**src/rtl/fmaSpPkg.sv**
```systemverilog
package fmaSpPkg;
  localparam int EXP_W   = 8;
  localparam int FRAC_W  = 23;
  localparam int WORD_W  = 1 + EXP_W + FRAC_W;
  localparam int NUM_OPS = 3;

  // Per-operand classification
  typedef struct packed {
    logic sign;
    logic isZero;
    logic isInf;
    logic isNan;
  } opClass_t;

  // Where a NaN result takes its fraction from
  typedef enum logic [1:0] {
    NAN_FROM_A = 2'd0,
    NAN_FROM_B = 2'd1,
    NAN_FROM_C = 2'd2,
    NAN_CANON  = 2'd3
  } nanSrc_e;

  // Strobes from control to datapath
  typedef struct packed {
    logic    pickNan;
    nanSrc_e nanSrc;
    logic    pickInf;
    logic    infSign;
    logic    bypass;
  } spStrobe_t;
endpackage

```
**src/rtl/fmaOperandClassify.sv**
```systemverilog
module fmaOperandClassify
  import fmaSpPkg::*;
#(
  parameter int EXP_BITS  = EXP_W,
  parameter int FRAC_BITS = FRAC_W,
  localparam int OP_BITS  = 1 + EXP_BITS + FRAC_BITS
) (
  input  logic [OP_BITS-1:0] operand,
  output opClass_t           cls
);
  logic [EXP_BITS-1:0]  expField;
  logic [FRAC_BITS-1:0] fracField;
  logic expAllOnes;
  logic expAllZero;
  logic fracZero;

  assign expField   = operand[OP_BITS-2 -: EXP_BITS];
  assign fracField  = operand[FRAC_BITS-1:0];
  assign expAllOnes = &expField;
  assign expAllZero = ~|expField;
  assign fracZero   = ~|fracField;

  always_comb begin
    cls.sign   = operand[OP_BITS-1];
    cls.isZero = expAllZero & fracZero;   // subnormals stay nonzero
    cls.isInf  = expAllOnes & fracZero;
    cls.isNan  = expAllOnes & ~fracZero;
  end
endmodule

```
**src/rtl/fmaSpecialCtrl.sv**
```systemverilog
module fmaSpecialCtrl
  import fmaSpPkg::*;
#(
  parameter int OPS = NUM_OPS
) (
  input  opClass_t [OPS-1:0] cls,
  output spStrobe_t          strobe
);
  logic anyNan;
  logic prodInf;
  logic prodZero;
  logic prodSign;
  logic invalidMul;
  logic infCancel;
  logic nanOut;
  logic infOut;
  logic unusedCZero;

  // The addend being zero changes no decision: the bypass forwards it as is.
  assign unusedCZero = cls[2].isZero;

  always_comb begin
    anyNan     = cls[0].isNan | cls[1].isNan | cls[2].isNan;
    prodInf    = cls[0].isInf | cls[1].isInf;
    prodZero   = cls[0].isZero | cls[1].isZero;
    prodSign   = cls[0].sign ^ cls[1].sign;
    invalidMul = (cls[0].isInf & cls[1].isZero) | (cls[0].isZero & cls[1].isInf);
    infCancel  = prodInf & cls[2].isInf & (prodSign ^ cls[2].sign);
    nanOut     = anyNan | invalidMul | infCancel;
    infOut     = (prodInf | cls[2].isInf) & ~nanOut;

    strobe.pickNan = nanOut;
    if (cls[0].isNan)      strobe.nanSrc = NAN_FROM_A;
    else if (cls[1].isNan) strobe.nanSrc = NAN_FROM_B;
    else if (cls[2].isNan) strobe.nanSrc = NAN_FROM_C;
    else                   strobe.nanSrc = NAN_CANON;
    strobe.pickInf = infOut;
    strobe.infSign = prodInf ? prodSign : cls[2].sign;
    strobe.bypass  = prodZero & ~nanOut & ~infOut;
  end
endmodule

```
**src/rtl/fmaSpecialData.sv**
```systemverilog
module fmaSpecialData
  import fmaSpPkg::*;
#(
  parameter int EXP_BITS  = EXP_W,
  parameter int FRAC_BITS = FRAC_W,
  localparam int OP_BITS  = 1 + EXP_BITS + FRAC_BITS
) (
  input  logic [FRAC_BITS-1:0] fracA,
  input  logic [FRAC_BITS-1:0] fracB,
  input  logic [FRAC_BITS-1:0] fracC,
  input  spStrobe_t            strobe,
  output logic [OP_BITS-1:0]   result
);
  localparam logic [FRAC_BITS-1:0] CANON_FRAC = {1'b1, {(FRAC_BITS-1){1'b0}}};

  logic [FRAC_BITS-1:0] payload;
  logic [FRAC_BITS-1:0] nanFrac;
  logic                 keepPayload;

  always_comb begin
    unique case (strobe.nanSrc)
      NAN_FROM_A: payload = fracA;
      NAN_FROM_B: payload = fracB;
      NAN_FROM_C: payload = fracC;
      default:    payload = CANON_FRAC;
    endcase
    keepPayload = payload[FRAC_BITS-1] & (strobe.nanSrc != NAN_CANON);
    nanFrac     = keepPayload ? payload : CANON_FRAC;

    if (strobe.pickNan)
      result = {1'b0, {EXP_BITS{1'b1}}, nanFrac};
    else if (strobe.pickInf)
      result = {strobe.infSign, {EXP_BITS{1'b1}}, {FRAC_BITS{1'b0}}};
    else
      result = '0;
  end
endmodule

```
**src/rtl/fmaSpecialResolver.sv**
```systemverilog
module fmaSpecialResolver
  import fmaSpPkg::*;
#(
  parameter int EXP_BITS  = EXP_W,
  parameter int FRAC_BITS = FRAC_W,
  localparam int OP_BITS  = 1 + EXP_BITS + FRAC_BITS
) (
  input  logic [OP_BITS-1:0] opA,
  input  logic [OP_BITS-1:0] opB,
  input  logic [OP_BITS-1:0] opC,
  output logic               useSpecial,
  output logic [OP_BITS-1:0] specialResult,
  output logic               bypassC
);
  logic [NUM_OPS-1:0][OP_BITS-1:0] opVec;
  opClass_t [NUM_OPS-1:0]          opCls;
  spStrobe_t                       strobe;

  assign opVec = {opC, opB, opA};

  for (genvar gi = 0; gi < NUM_OPS; gi++) begin : g_cls
    fmaOperandClassify #(
      .EXP_BITS (EXP_BITS),
      .FRAC_BITS(FRAC_BITS)
    ) u_cls (
      .operand(opVec[gi]),
      .cls    (opCls[gi])
    );
  end

  fmaSpecialCtrl #(.OPS(NUM_OPS)) u_ctrl (
    .cls   (opCls),
    .strobe(strobe)
  );

  fmaSpecialData #(
    .EXP_BITS (EXP_BITS),
    .FRAC_BITS(FRAC_BITS)
  ) u_data (
    .fracA (opA[FRAC_BITS-1:0]),
    .fracB (opB[FRAC_BITS-1:0]),
    .fracC (opC[FRAC_BITS-1:0]),
    .strobe(strobe),
    .result(specialResult)
  );

  assign useSpecial = strobe.pickNan | strobe.pickInf;
  assign bypassC    = strobe.bypass;
endmodule

```
**config.mk**
```make
export PLATFORM = sky130hd
export DESIGN_NAME = fmaSpecialResolver
export DESIGN_NICKNAME = d
export VERILOG_FILES = /design/src/rtl/fmaSpPkg.sv /design/src/rtl/fmaOperandClassify.sv /design/src/rtl/fmaSpecialCtrl.sv /design/src/rtl/fmaSpecialData.sv /design/src/rtl/fmaSpecialResolver.sv
export SDC_FILE = /design/constraint.sdc
export NUM_CORES = 1
export LEC_CHECK = 0
export BUFFER_PORTS_ARGS = -buffer_cell sky130_fd_sc_hd__buf_4
export CAP_MARGIN = 25
export CORE_MARGIN = 3
export CORE_UTILIZATION = 38
export DETAILED_ROUTE_END_ITERATION = 6
export GPL_ROUTABILITY_DRIVEN = 0
export GPL_TIMING_DRIVEN = 0
export PLACE_DENSITY_LB_ADDON = 0.1
export SLEW_MARGIN = 40
export SYNTH_ARGS = -nofsm -noshare
export SYNTH_HDL_FRONTEND = slang
export SYNTH_SLANG_ARGS = --single-unit
```
**constraint.sdc**
```tcl
create_clock -name vclk -period 1.93
set_input_delay 0.0965 -clock vclk [all_inputs]
set_output_delay 0.0965 -clock vclk [all_outputs]
set_load 0.05 [all_outputs]
```
==> out/metrics.yaml, run 1 <==
synthTopCellsByCount: "and3_1 (36), nor3_1 (21), a211oi_1 (19)"
yosysTopAreaCellShare_pct: 17.5
synth_simple_gate_area_share_pct: 49.2
stop_error: "[ERROR DPL-0038] Utilization greater than 100%, impossible to legalize"
synth_fp_nets: 287
rows: 20
synth.most_common_cell: "and3_1"
cts_resized: 119
hold_buffers: 0
yosysTopAreaCell: "and3_1"
status: "aborted with a tool error"
haltStage: "4_1_cts"
port_buffers: 130
ys_seq_area_share_pct: 0
fp.dieH_um: 64.2
post_synth_mux_area_share_pct: 1.55
dpl.cell_count: 365
syn_avg_cell_area_um2: 6.74
synth-adder-area-share_pct: 0
io_pins: 130
start_util_pct: 40.8
dp_hpwl_um: 5160
synth_xor_area_share_pct: 1.36
synthDistinctLibCells: 37
synth_cells: 191
yosys_warnings: 0
die_w_um: 64.2
syn_area_um2: 1290
placed_area_um2: 2470
synthTopCellsByArea: "and3_1 (17%), a311oi_1 (12%), a211oi_1 (11%), nor4_1 (8.7%), nor3_1 (8.2%)"
synth_compound_area_share_pct: 35.8
synth_top_family_by_area: "simple AND/OR/NAND/NOR gates"
post-cts-setup-buffers: 10
-- per-stage QoR --
stage	setup WS, ns	hold WS, ns
after detailed placement	-0.417	0.594
after global placement	-0.403	0.601
after floorplan	-0.163	0.479
-- cells by family after synthesis --
group / Yosys count
muxes: 2
and+or+nand+nor: 105
AOI/OAI and AO/OA: 55
xor gates and xnor gates: 2
buffers and inverters: 27
==> run 2, diff against run 1 <==
--- a/config.mk
+++ b/config.mk
@@ -8,11 +8,11 @@
 export BUFFER_PORTS_ARGS = -buffer_cell sky130_fd_sc_hd__buf_4
 export CAP_MARGIN = 25
 export CORE_MARGIN = 3
-export CORE_UTILIZATION = 38
+export CORE_UTILIZATION = 25
 export DETAILED_ROUTE_END_ITERATION = 6
 export GPL_ROUTABILITY_DRIVEN = 0
 export GPL_TIMING_DRIVEN = 0
-export PLACE_DENSITY_LB_ADDON = 0.1
+export PLACE_DENSITY_LB_ADDON = 0.15
 export SLEW_MARGIN = 40
 export SYNTH_ARGS = -nofsm -noshare
 export SYNTH_HDL_FRONTEND = slang
==> run 2 against run 1 <==
The flow now finishes, with violations (setup timing); synthesized cell count unchanged; synthesized area unchanged.
==> out/metrics.yaml, run 2 <==
status: "complete, but fails checks"
failed_checks: "setup timing"
end_kind: "output pin"
drtAntennaViolNets: 0
fmax_mhz: 462
fillers: 343
ys_seq_area_share_pct: 0
start_util_pct: 26.6
dp_hpwl_um: 5590
placed_area_um2: 2500
synthTopCellsByCount: "and3_1 (36), nor3_1 (21), a211oi_1 (19)"
port_buffers: 130
drtPass1Iterations: 4
hold_violations: 0
route.detailed.drc: 0
die_w_um: 77.8
io_pins: 130
vias: 2505
startpoint_type: "primary input"
slew_headroom_pct: 64.1
vias_per_cell: 6.05
cp_max_fo: 4
fin_area_um2: 3660
crit_path_cell_trace: "buf_8, nor4_4, nand4_1, o21ai_2, mux2i_2, buf_4, or2b_4, a32o_2, buf_6"
grt_max_degree: 11
fin_crit_sh_pct: 112
layout.nets: 445
drv_slew: 0
setup_ws_ns: -0.234
yosys_warnings: 0
multi_input_area_um2: 1860
grtUsageTotal_pct: 25.5
cp.required_ns: 1.83
worst_path_max_delay_cell: "nor4_4"
dpl.cell_count: 388
hold_buffers: 0
rows: 25
routed_wl_um: 8290
finalNonFillerCells: 414
cpPeakStageDelay_ns: 0.28
synth_fp_nets: 287
syn_area_um2: 1290
yosysTopAreaCell: "and3_1"
fp.dieH_um: 77.8
met1_usage_pct: 31.8
regArea_um2: 0
grt_pass1_vias: 2606
rsz0062_at_grt: "true"
yosysTopAreaCellShare_pct: 17.5
ir_drop_uv: 108
clock_buffers: 0
drv_cap: 0
switchingPower_mw: 0.193
p_leak_nw: 1.54
final_common_cell: "buf_4"
hold_class: "primary input to output pin"
nFlopsAndLatches: 0
place_worst_setup_slack_ns: -0.538
whs_ns: 0.583
grt_pass1_wl_um: 12800
drive_gt1_share_pct: 77.8
synthDistinctLibCells: 37
critPathKind: "primary input to output pin"
busiest_layer: "met2"
setup_viol: 34
p_per_area_nw_per_um2: 110
drt_iter0_drc: 134
clkPwrFrac_pct: 0
synthTopCellsByArea: "and3_1 (17%), a311oi_1 (12%), a211oi_1 (11%), nor4_1 (8.7%), nor3_1 (8.2%)"
internal_power_mw: 0.210
synth_cells: 191
wl_per_cell_um: 20.0
layout_common_cells: "buf_4 (107), buf_6 (42), and3_1 (30)"
syn_avg_cell_area_um2: 6.74
swShare_pct: 47.9
p_comb_share_pct: 100.0
fin_crit_ns: 2.16
coreArea_um2: 4850
finalSetupTns_ns: -4.20
grt_overflow_total: 0
arrival_ns: 2.07
synth.most_common_cell: "and3_1"
antenna_found_initial: 0
grt_util_met2_pct: 44.2
tightest_slew_ns: 0.538
globalRouteMet3Util_pct: 4.41
antenna_cells: 0
syn2layout_area_growth_pct: 184
p_seq_share_pct: 0
dieArea_um2: 6050
## run 2: cell counts after synthesis
No cell type changed its count.
## run 2: final timing paths
path / from / endpoint / slack [ns] / cells after the start
max: opA[0] / specialResult[9] / -0.23 / 9
min: opC[13] / specialResult[13] / 0.58 / 3
## run 2: what timing repair did
| item | in CTS | in global routing |
|---|---|---|
| pin swaps | 35 | 24 |
| gates resized for setup | 152 | 41 |
| endpoints found under the setup margin | 34 | 34 |
| cloned | 4 | 0 |
| setup buffers | 17 | 6 |
## run 2: power by group through the flow
stage / Sequential, mW / Clock (mW) / Combinational [mW]
2_1_floorplan: 0 / 0 / 0.0797
3_3_place_gp: 0 / 0 / 0.286
3_5_place_dp: 0 / 0 / 0.288
4_1_cts: 0 / 0 / 0.376
5_1_grt: 0 / 0 / 0.423
6_report: 0 / 0 / 0.403
## run 2: cell families after synthesis
group / Yosys count / synth area share [%]
AO/OA/AOI/OAI: 55 / 35.8
XOR/XNOR: 2 / 1.36
buffers and inverters: 27 / 12.1
multiplexers: 2 / 1.55
AND/OR/NAND/NOR: 105 / 49.2
## run 2: stage by stage
stage | power [mW] | utilization [%]
floorplan | 0.0797 | -
global placement | 0.286 | 51.5
detailed placement | 0.288 | 51.5
CTS | 0.376 | 70.8
global route | 0.423 | 75.4
finish | 0.403 | 75.4
## run 2: cell type report
| type | instances | area share, % |
|---|---|---|
| plain buffers | 25 | 7.25 |
| multi-input cells | 165 | 50.8 |
| inverters | 1 | 0.103 |
| repair buffers | 156 | 39.5 |
| well taps | 67 | 2.29 |
## run 2: layer usage
metal | share of wire (%) | wire length, um | vias up
met5 | 0 | 0 | -
met4 | 2.7 | 227 | 0
met3 | 8.7 | 722 | 22
met2 | 49 | 4050 | 149
met1 | 40 | 3290 | 1217
li1 | - | - | 1117
## run 2: worst max-delay path, delay by kind of cell
kind	cells	cell delay, ns
simple gates	3	0.77
compound gates	2	0.51
buf+inv	3	0.41
mux	1	0.27
Note: power is estimated with default switching activity, not from simulation.
==> run 3, diff against run 2 <==
--- a/config.mk
+++ b/config.mk
@@ -12,6 +12,7 @@
 export DETAILED_ROUTE_END_ITERATION = 6
 export GPL_ROUTABILITY_DRIVEN = 0
 export GPL_TIMING_DRIVEN = 0
+export MAX_ROUTING_LAYER = met4
 export PLACE_DENSITY_LB_ADDON = 0.15
 export SLEW_MARGIN = 40
 export SYNTH_ARGS = -nofsm -noshare
==> run 3 against run 2 <==
Global-route usage is 0.74 points higher; total power is 0.93% lower; flip-flop and latch count stayed put; largest cell class unchanged; critical path type unchanged; final cell count stayed put; the flow still finishes with violations (setup timing); routed wire length is 1.2% lower.
==> out/metrics.yaml, run 3 (synthesized netlist as in run 2, its figures left out) <==
grt_overflow_total: 0
drt_iter0_drc: 164
vias: 2490
layout_common_cells: "buf_4 (106), buf_6 (44), and3_1 (31)"
layout.nets: 445
wl_met2_um: 4030
drtPass1Iterations: 4
drv_cap: 0
hold_buffers: 0
failed_checks: "setup timing"
antenna_cells: 0
hp-start: "opC[13]"
io_pins: 130
setup_ws_ns: -0.222
drv_slew: 0
hold_depth: 3
p_leak_nw: 1.53
rsz0062_at_grt: "true"
startpoint_type: "primary input"
nFlopsAndLatches: 0
whs_endpoint: "specialResult[13]"
vias_per_cell: 6.01
regArea_um2: 0
wl_per_cell_um: 19.8
fmax_mhz: 465
tightest_slew_ns: 0.539
grt_pass1_vias: 2601
crit_path_cell_trace: "buf_8, nor4_4, nand4_1, o21ai_2, mux2i_2, buf_4, or2b_4, a32o_2, buf_6"
fin_util_pct: 74.8
ir_drop_uv: 106
fin_crit_sh_pct: 112
hold_violations: 0
wl_met3_um: 655
cp_max_fo: 4
grt_max_degree: 11
fp.dieH_um: 77.8
worst_path_max_delay_cell: "nor4_4"
syn2layout_area_growth_pct: 182
grt_pass1_wl_um: 12800
met1_length_um: 3330
status: "complete, but fails checks"
die_w_um: 77.8
placed_area_um2: 2500
setup_viol: 34
p_per_area_nw_per_um2: 110
clock_buffers: 0
drtAntennaViolNets: 0
dp_hpwl_um: 5590
dpl.cell_count: 388
drive_gt1_share_pct: 77.2
multi_input_area_um2: 1830
hold_class: "primary input to output pin"
grtUsageTotal_pct: 26.2
crit_path_start: "opA[0]"
place_worst_setup_slack_ns: -0.538
cp.required_ns: 1.83
arrival_ns: 2.06
fillers: 345
final_common_cell: "buf_4"
fin_crit_ns: 2.15
finalNonFillerCells: 414
coreArea_um2: 4850
rows: 25
cpPeakStageDelay_ns: 0.28
slew_headroom_pct: 64.1
end_kind: "output pin"
antenna_found_initial: 0
route.detailed.drc: 0
routed_wl_um: 8200
port_buffers: 130
critPathKind: "primary input to output pin"
start_util_pct: 26.6
dieArea_um2: 6050
fin_area_um2: 3630
routed.top_layer: "met4"
## run 3: changes by cell type in the layout (fill, tap and decap cells not counted)
cell      delta
a311oi_1     +1
buf_6        +2
clkbuf_4     -1
buf_8        -1
buf_2        +1
buf_4        -1
a211oi_4     -2
a311oi_2     -1
a211oi_2     +2
and3_1       +1
and3_4       -1
## run 3: metal layers
metal  GRT usage (%)  up-vias
met5               -        -
met4            7.47        0
met1            32.6     1199
met3            3.36       19
met2            44.2      147
li1                -     1125
## run 3: critical path, delay by kind of cell
| family | cells | cell delay, ns |
|---|---|---|
| AO/OA/AOI/OAI | 2 | 0.51 |
| buffers and inverters | 3 | 0.41 |
| multiplexers | 1 | 0.27 |
| AND/OR/NAND/NOR | 3 | 0.77 |
## run 3: final cells by class
| class | instances | share of cell area, % |
|---|---|---|
| Inverter | 1 | 0.103 |
| Multi-Input combinational cell | 165 | 50.5 |
| Buffer | 25 | 7.24 |
| Tap cell | 67 | 2.31 |
| Timing Repair Buffer | 156 | 39.8 |
## run 3: how the worst max path moves through the flow
stage	endpoint	cells after the start	slack (ns)
3_5_place_dp	specialResult[14]	10	-0.54
4_1_cts	specialResult[9]	9	-0.18
3_3_place_gp	specialResult[14]	10	-0.52
6_report	specialResult[9]	9	-0.22
2_1_floorplan	specialResult[16]	7	-0.16
5_1_grt	specialResult[9]	9	-0.30
## run 3: timing repair
item / CTS / global route
pin swaps: 35 / 25
resized for setup: 152 / 36
endpoints found under the setup margin: 34 / 34
gates cloned: 4 / 0
buffers inserted: 17 / 6
## run 3: through the flow
| stage | hold slack (ns) | setup TNS, ns | power (mW) |
|---|---|---|---|
| after floorplan | 0.479 | -1.27 | 0.0797 |
| after global placement | 0.593 | -12.97 | 0.286 |
| after detailed placement | 0.590 | -13.14 | 0.288 |
| after CTS | 0.578 | -2.95 | 0.376 |
| after global routing | 0.591 | -6.97 | 0.419 |
| final | 0.581 | -4.11 | 0.399 |
## run 3: power breakdown
part	internal, mW	switching, mW
clock network	0	0
logic	0.209	0.190
registers	0	0
==> run 4, diff against run 3 <==
--- a/config.mk
+++ b/config.mk
@@ -7,9 +7,9 @@
 export LEC_CHECK = 0
 export BUFFER_PORTS_ARGS = -buffer_cell sky130_fd_sc_hd__buf_4
 export CAP_MARGIN = 25
-export CORE_MARGIN = 3
-export CORE_UTILIZATION = 25
+export CORE_AREA = 3 3 64 66
 export DETAILED_ROUTE_END_ITERATION = 6
+export DIE_AREA = 0 0 67 69
 export GPL_ROUTABILITY_DRIVEN = 0
 export GPL_TIMING_DRIVEN = 0
 export MAX_ROUTING_LAYER = met4
==> run 4 against run 3 <==
The run still ends with setup timing left; first-iteration DRC count increased to 3.6 times the previous value; cell area fell by 4.0%; combinational power grew 6.5%; critical path type unchanged; largest power group unchanged; highest routed layer unchanged.
==> out/metrics.yaml, run 4 (synthesized netlist as in run 2, its figures left out) <==
p_leak_nw: 1.47
setup_viol: 34
port_buffers: 130
worst_path_max_delay_cell: "or4_4"
cp.required_ns: 1.83
fin_crit_ns: 2.41
drv_slew: 0
syn2layout_area_growth_pct: 170
drive_gt1_share_pct: 75.9
start_util_pct: 35.4
arrival_ns: 2.31
vias: 3135
route.detailed.drc: 0
critPathKind: "primary input to output pin"
layout_common_cells: "buf_4 (102), buf_6 (43), and3_1 (33)"
hold_buffers: 0
end_kind: "output pin"
whs_endpoint: "specialResult[13]"
cp_max_fo: 5
final_common_cell: "buf_4"
tightest_slew_ns: 0.579
die_w_um: 67
crit_path_cell_trace: "buf_4, nor4_4, nand4_1, o21ai_2, buf_4, o31ai_4, or4_4, buf_6, buf_8"
path_buf_inv: 4
grt_pass1_vias: 2844
grt_max_degree: 11
fmax_mhz: 415
cpLargestDelayFamily: "simple AND/OR/NAND/NOR gates"
setup_ws_ns: -0.481
whs_ns: 0.594
rows: 22
grt_overflow_total: 0
antenna_cells: 0
coreArea_um2: 3630
dp_hpwl_um: 5250
fillers: 74
drv_cap: 0
layout.nets: 438
hp-start: "opC[13]"
drt_iter0_drc: 598
failed_checks: "setup timing"
hold_violations: 0
fin_crit_sh_pct: 125
routed_wl_um: 12700
ir_drop_uv: 110
grtUsageTotal_pct: 41.4
wl_per_cell_um: 32.6
fp.dieH_um: 69
drtAntennaViolNets: 0
clock_buffers: 0
io_pins: 130
dieArea_um2: 4620
regArea_um2: 0
cpPeakStageDelay_ns: 0.57
status: "complete, but fails checks"
startpoint_type: "primary input"
fin_util_pct: 95.8
hold_class: "primary input to output pin"
hold_depth: 3
rsz0062_at_grt: "true"
nFlopsAndLatches: 0
vias_per_cell: 8.08
cp_common_cell: "buf_4"
total_power_mw: 0.425
slew_headroom_pct: 61.0
p_per_area_nw_per_um2: 122
antenna_found_initial: 0
grt_pass1_wl_um: 14600
drtPass1Iterations: 6
-- run 4: how the worst max path moves through the flow --
stage / start / to / slack, ns / cells past startpoint
2_1_floorplan: opA[4] / specialResult[16] / -0.16 / 7
3_3_place_gp: opA[4] / specialResult[14] / -0.43 / 10
3_5_place_dp: opB[17] / specialResult[18] / -0.45 / 9
4_1_cts: opA[1] / specialResult[9] / -0.11 / 9
5_1_grt: opC[12] / specialResult[15] / -0.67 / 11
6_report: opC[11] / specialResult[29] / -0.48 / 9
-- run 4: metal layers --
metal | track usage (%) | up-vias | wire (um)
li1 | - | 1106 | -
met1 | 45.7 | 1394 | 3890
met2 | 70.3 | 460 | 5610
met3 | 8.63 | 175 | 1780
met4 | 17.3 | 0 | 1380
met5 | - | - | 0
-- run 4: repair_timing --
action,CTS,global route
pin swaps,42,7
setup endpoints to repair,34,34
gates resized for setup,153,27
endpoints found under the hold margin,0,0
buffers inserted,12,4
gates cloned,3,0
-- run 4: final cells by class --
cell class                      instances  area, um2  share of cell area [%]
Multi-Input combinational cell        165       1820                    52.2
Timing Repair Buffer                  148       1340                    38.4
Buffer                                 26        264                    7.58
Tap cell                               48       60.1                    1.72
Inverter                                1       3.75                   0.108
-- run 4: power by group --
group          internal, mW  total, mW  leakage [nW]  switching (mW)
clock                     0          0             0               0
combinational         0.201      0.425          1.47           0.224
sequential                0          0             0               0
total                 0.201      0.425          1.47           0.224
-- run 4: stage by stage --
step	instance area, um2	TNS, ns	setup WS (ns)	instances
6_report	3480	-13.31	-0.481	388
3_3_place_gp	2470	-11.56	-0.434	369
5_1_grt	3480	-17.25	-0.668	388
2_1_floorplan	1440	-1.27	-0.163	191
3_5_place_dp	2470	-12.32	-0.449	369
4_1_cts	3340	-2.39	-0.112	384
